### src/rtl/aux_xact_engine.sv
module aux_xact_engine #(
  parameter int REPLY_MAX   = 20,
  parameter int TIMEOUT_CYC = 400,
  parameter int DELAY_UNIT  = 16
) (
  input  logic        clk,
  input  logic        rst_n,
  input  logic        reg_wr,
  input  logic        reg_rd,
  input  logic [7:0]  reg_addr,
  input  logic [31:0] reg_wdata,
  output logic [31:0] reg_rdata,
  output logic [7:0]  tx_data,
  output logic        tx_valid,
  input  logic        tx_ready,
  output logic        tx_last,
  input  logic [7:0]  rx_data,
  input  logic        rx_valid,
  input  logic        rx_last,
  input  logic [11:0] rx_err,
  output logic        irq
);

  localparam int PW    = 5;
  localparam int DEPTH = 1 << PW;
  localparam int DW    = $clog2(15 * DELAY_UNIT + 1);
  localparam int TW    = $clog2(TIMEOUT_CYC + 1);
  localparam logic [7:0] OFS_CTL = 8'h00;
  localparam logic [7:0] OFS_SWC = 8'h04;
  localparam logic [7:0] OFS_INT = 8'h0C;
  localparam logic [7:0] OFS_STA = 8'h10;
  localparam logic [7:0] OFS_DAT = 8'h18;
  localparam int ERR_POS [12] = '{8, 9, 10, 11, 12, 14, 17, 18, 19, 20, 22, 23};

  typedef enum logic [2:0] {
    S_IDLE = 3'd0, S_DLY = 3'd1, S_SEND = 3'd2, S_WAIT = 3'd3, S_RECV = 3'd4
  } st_t;

  st_t            st_q;
  logic [31:0]    ctl_q;
  logic [3:0]     delay_q;
  logic [PW-1:0]  count_q;
  logic [PW-1:0]  ptr_q, tptr_q, rcnt_q;
  logic [DW-1:0]  dcnt_q;
  logic [TW-1:0]  tcnt_q;
  logic           done_q, to_q;
  logic [11:0]    err_q;
  logic [7:0]     buf_q [DEPTH];
  logic [31:0]    sta;

  logic wr_swc, wr_dat, rd_dat, wr_int, go, busy, rx_take, rx_store;
  logic [PW-1:0] dat_ptr;

  assign wr_swc   = reg_wr && reg_addr == OFS_SWC;
  assign wr_dat   = reg_wr && reg_addr == OFS_DAT;
  assign wr_int   = reg_wr && reg_addr == OFS_INT;
  assign rd_dat   = reg_rd && reg_addr == OFS_DAT;
  assign busy     = st_q != S_IDLE;
  assign go       = wr_swc && reg_wdata[0] && reg_wdata[20:16] != 5'd0 && ctl_q[0] && !busy;
  assign dat_ptr  = reg_wdata[31] ? reg_wdata[20:16] : ptr_q;
  assign rx_take  = (st_q == S_WAIT || st_q == S_RECV) && rx_valid;
  assign rx_store = rx_take && int'(rcnt_q) < REPLY_MAX;

  assign tx_valid = st_q == S_SEND;
  assign tx_data  = buf_q[tptr_q];
  assign tx_last  = tx_valid && tptr_q == count_q - 5'd1;
  assign irq      = done_q;

  always_ff @(posedge clk) begin
    if (rx_store)
      buf_q[rcnt_q] <= rx_data;
    else if (wr_dat && !reg_wdata[0])
      buf_q[dat_ptr] <= reg_wdata[15:8];
  end

  always_ff @(posedge clk) begin
    if (!rst_n) begin
      ptr_q <= '0;
    end else if (wr_dat) begin
      if (!reg_wdata[0])     ptr_q <= dat_ptr + 5'd1;
      else if (reg_wdata[31]) ptr_q <= reg_wdata[20:16];
    end else if (rd_dat) begin
      ptr_q <= ptr_q + 5'd1;
    end
  end

  always_ff @(posedge clk) begin
    if (!rst_n) begin
      st_q    <= S_IDLE;
      ctl_q   <= '0;
      delay_q <= '0;
      count_q <= '0;
      tptr_q  <= '0;
      rcnt_q  <= '0;
      dcnt_q  <= '0;
      tcnt_q  <= '0;
      done_q  <= 1'b0;
      to_q    <= 1'b0;
      err_q   <= '0;
    end else begin
      if (reg_wr && reg_addr == OFS_CTL) ctl_q <= reg_wdata;
      if (wr_int && reg_wdata[1]) done_q <= 1'b0;
      unique case (st_q)
        S_IDLE: begin
          if (wr_swc) begin
            delay_q <= reg_wdata[7:4];
            count_q <= reg_wdata[20:16];
          end
          if (go) begin
            done_q <= 1'b0;
            to_q   <= 1'b0;
            err_q  <= '0;
            rcnt_q <= '0;
            tptr_q <= '0;
            dcnt_q <= DW'(int'(reg_wdata[7:4]) * DELAY_UNIT - 1);
            st_q   <= (reg_wdata[7:4] == 4'd0) ? S_SEND : S_DLY;
          end
        end
        S_DLY: begin
          if (dcnt_q == '0) st_q <= S_SEND;
          else              dcnt_q <= dcnt_q - 1'b1;
        end
        S_SEND: begin
          if (tx_ready) begin
            tptr_q <= tptr_q + 5'd1;
            if (tx_last) begin
              st_q   <= S_WAIT;
              tcnt_q <= '0;
            end
          end
        end
        S_WAIT, S_RECV: begin
          if (rx_take) begin
            tcnt_q <= '0;
            st_q   <= S_RECV;
            err_q  <= err_q | rx_err;
            if (rx_store) rcnt_q <= rcnt_q + 5'd1;
            else          err_q[0] <= 1'b1;
            if (rx_last) begin
              st_q   <= S_IDLE;
              done_q <= 1'b1;
            end
          end else if (tcnt_q == TW'(TIMEOUT_CYC - 1)) begin
            st_q   <= S_IDLE;
            done_q <= 1'b1;
            to_q   <= 1'b1;
            rcnt_q <= '0;
          end else begin
            tcnt_q <= tcnt_q + 1'b1;
          end
        end
        default: st_q <= S_IDLE;
      endcase
    end
  end

  always_comb begin
    sta        = '0;
    sta[0]     = done_q;
    sta[1]     = busy;
    sta[6:4]   = st_q;
    sta[7]     = to_q;
    for (int k = 0; k < 12; k++) sta[ERR_POS[k]] = err_q[k];
    sta[28:24] = rcnt_q;
  end

  always_comb begin
    unique case (reg_addr)
      OFS_CTL: reg_rdata = ctl_q;
      OFS_SWC: reg_rdata = {11'd0, count_q, 8'd0, delay_q, 4'd0};
      OFS_INT: reg_rdata = {31'd0, done_q};
      OFS_STA: reg_rdata = sta;
      OFS_DAT: reg_rdata = {11'd0, ptr_q, buf_q[ptr_q], 8'd0};
      default: reg_rdata = '0;
    endcase
  end

endmodule

### config.mk
export PLATFORM = sky130hd
export DESIGN_NAME = aux_xact_engine
export DESIGN_NICKNAME = d
export VERILOG_FILES = /design/src/rtl/aux_xact_engine.sv
export SDC_FILE = /design/constraint.sdc
export NUM_CORES = 1
export LEC_CHECK = 0
export BUFFER_PORTS_ARGS = -buffer_cell sky130_fd_sc_hd__buf_4
export CORE_MARGIN = 2
export CORE_UTILIZATION = 30
export CTS_CLUSTER_SIZE = 14
export DETAILED_ROUTE_END_ITERATION = 8
export SETUP_SLACK_MARGIN = 0.3
export SLEW_MARGIN = 10
export SYNTH_ARGS = -nofsm -noshare
export SYNTH_HDL_FRONTEND = slang
export SYNTH_SLANG_ARGS = --single-unit
### constraint.sdc
create_clock -name clk -period 2.7 [get_ports clk]
set_input_delay 0 -clock clk [delete_from_list [all_inputs] [get_ports clk]]
set_output_delay 0 -clock clk [all_outputs]
set_load 0.02 [all_outputs]
==> results_dict.tcl <==
set metrics [dict create \
    drv_cap 0 \
    hold_viol 0 \
    clkTransAtPathRegs_ns 0.06 \
    slew_headroom_pct 48.9 \
    start_util_pct 30.2 \
    drtPass1Iterations 5 \
    drt-initial-drc-count 1416 \
    max_freq_mhz 352 \
    criticalPathCategory "flop to primary output" \
    synth-edff-count 256 \
    avgSynthCellArea_sq_um 13.9 \
    drive_above_1_share_pct 35.9 \
    rows 88 \
    setup_tns_ns -0.806 \
    cp_common_cell "mux4_2" \
    skew_ns 0.0187 \
    syn_nets 1320 \
    slowest_stage "mux4_2" \
    clock_sinks 356 \
    leakage_nw 7.19 \
    syn_inst 1244 \
    grt_pass1_vias 12200 \
    die_h_um 244 \
    portBuffers 109 \
    drv_slew 0 \
    critPathRequiredTime_ns 2.70 \
    syn_area_sq_mm 0.0173 \
    postRouteAntennaNets 0 \
    power.density_mw_per_mm2 513 \
    layout.nets 1561 \
    gp_congestion 0.876 \
    internal_power_w 0.00902 \
    dpl_cell_area_sq_mm 0.0195 \
    fin_crit_ns 2.84 \
    ys_ff_latch 356 \
    grt_max_degree 34 \
    yosysWarningCount 0 \
    hp-class "primary input to flop" \
    grt_pass1_wl_um 79100 \
    route.detailed.drc 0 \
    worst_slack_ns -0.141 \
    overflow 0 \
    p_comb_share_pct 4.2 \
    die-area_sq_mm 0.0596 \
    n_antenna_cell 0 \
    start_kind "flop" \
    antenna_found_initial 0 \
    synthFlopType "edfxtp_1" \
    setup_viol 9 \
    critPathMaxFanout 7 \
    finish.utilization_pct 38.9 \
    cts_tree "built" \
    dp_hpwl_um 37100 \
    arrival_ns 2.84 \
    clk_latency_ns 0.55 \
    vias 12400 \
    async_flop_share_pct 0 \
    post_drt_via_cell_ratio 5.45 \
    numCtsBuffers 39 \
    switching_share_pct 21.2 \
    clock_path_buffers 3 \
    ctsRootBufferMaster "clkbuf_16" \
    ys_seq_area_share_pct 56.0 \
    grt_usage_pct 17.7 \
    path_cells "buf_12, clkbuf_16, mux4_2, mux4_2, mux2_4, buf_6" \
    die_x_um 244 \
    wl_per_cell_um 23.6 \
    routed_wl_um 53800 \
    yosys.cell_types.count 72 \
    clockPowerShare_pct 44.7 \
    htreeDepth 2 \
    end_kind "primary output" \
    worst_pin_slew_ns 0.767 \
    status "finished with violations" \
    switching_power_w 0.00243 \
    failed_checks "setup timing" \
    slowest_delay_ns 0.57 \
    ioPinCount 110 \
    fin_area_sq_mm 0.0223 \
    period_share_pct 105 \
    syn_to_final_growth_pct 28.9 \
    ir_drop_mv 0.374 \
    core_sq_mm 0.0574 \
    p_seq_share_pct 51.1 \
    hold_ws_ns 0.0729 \
    rsz0062_at_grt "yes" \
]
final timing paths:
| check | cells after the start | slack, ns | start | end |
|---|---|---|---|---|
| setup / recovery | 6 | -0.14 | flop | tx_data[7] |
| hold / removal | 5 | 0.07 | reg_addr[2] | irq |
| setup reg to reg | 4 | 0.39 | ptr_q[3] | buf_q[15][0] |
| hold reg to reg | 2 | 0.45 | ctl_q[21] | ctl_q[21] |
cells in the final DEF (no fill, tap or decap), types with 8 or more instances in the layout:
| cell type | n |
|---|---|
| ha_1 | 9 |
| a21oi_1 | 74 |
| inv_1 | 14 |
| a211oi_1 | 8 |
| o21ai_0 | 23 |
| mux4_2 | 135 |
| dlygate4sd3_1 | 51 |
| clkbuf_16 | 43 |
| mux2_4 | 14 |
| clkbuf_1 | 9 |
| edfxtp_1 | 256 |
| buf_4 | 182 |
| a31oi_1 | 9 |
| nand2_1 | 104 |
| nand3_1 | 14 |
| a22oi_1 | 9 |
| nor2_1 | 87 |
| xnor2_1 | 9 |
| and2_1 | 13 |
| mux2i_1 | 65 |
| buf_6 | 28 |
| nor3_1 | 19 |
| dfxtp_1 | 93 |
| nor2_2 | 14 |
| buf_12 | 17 |
cell usage after synthesis (10+ instances only):
library cell	n	area [sq um]
and2_1	13	81.3
mux2i_1	72	721
nor2_1	106	398
a211oi_1	10	75.1
o21ai_0	29	145
mux4_2	135	3040
edfxtp_1	256	7690
a31oi_1	12	75.1
clkbuf_1	48	180
a22oi_1	11	82.6
nor3_1	21	105
nand2_1	106	398
a21oi_1	81	405
nand3_1	15	75.1
mux2_2	19	214
inv_1	14	52.6
buf_2	29	145
dfxtp_1	100	2000
stage by stage:
step	cells	setup slack (ns)	total power [W]
after floorplan	1244	0.371	0.00616
after global placement	2126	-0.0581	0.00637
after detailed placement	2126	-0.105	0.00637
after CTS	2265	-0.143	0.0115
after global routing	2277	-0.205	0.0118
final	2277	-0.141	0.0114
worst max-delay path, delay by kind of cell, from the launching register on:
kind     cells  cell delay, ns
buf+inv      3            0.46
flops        1            0.45
mux          3            1.40
cell type report:
class                           instances  area (sq um)
Inverter                               15          56.3
Timing Repair Buffer                  287          2740
Sequential cell                       356          9710
Clock inverter                         13          91.3
Tap cell                              765           957
Multi-Input combinational cell        786          7640
Fill cell                            5237         35100
Clock buffer                           55          1110
logic make-up after synthesis:
kind of cell | Yosys count | share of synthesized area (%)
DFF | 356 | 56.0
AOI/OAI and AO/OA | 211 | 8.18
xor gates and xnor gates | 16 | 0.810
adders and majority gates | 9 | 0.651
muxes | 226 | 23.0
and+or+nand+nor | 324 | 8.88
buffers and inverters | 102 | 2.51
per-layer routing:
layer | share of wire [%] | up-vias | global-route usage (%) | wire, um
li1 | - | 5372 | - | -
met1 | 43 | 6385 | 25.1 | 23300
met2 | 46 | 583 | 27.8 | 24800
met3 | 8.3 | 67 | 2.86 | 4480
met4 | 2.1 | 0 | 5.04 | 1140
met5 | 0 | - | 0 | 0
sequential cells by signal, indices dropped and copies added (netlist names), 4 cells and up, named ones only:
name and flops:
buf_q 256, count_q 5, ctl_q 32, dcnt_q 8, delay_q 4, err_q 12
ptr_q 5, rcnt_q 5, tcnt_q 9, tptr_q 5
power by group through the flow:
stage | Clock [W] | Sequential [W] | Combinational, W
detailed placement | 0 | 0.00597 | 0.000399
global route | 0.00540 | 0.00585 | 0.000511
finish | 0.00512 | 0.00585 | 0.000479
global placement | 0 | 0.00597 | 0.000395
floorplan | 0 | 0.00597 | 0.000192
CTS | 0.00519 | 0.00585 | 0.000467
timing repair:
action / in CTS / in global routing
hold endpoints to repair: 87 / 0
buffers inserted: 17 / 8
gates resized for setup: 93 / 58
pin swaps: 15 / 12
hold buffers: 51 / 0
cloned: 3 / 4
setup endpoints to repair: 168 / 410
(Power assumes the default switching activity.)
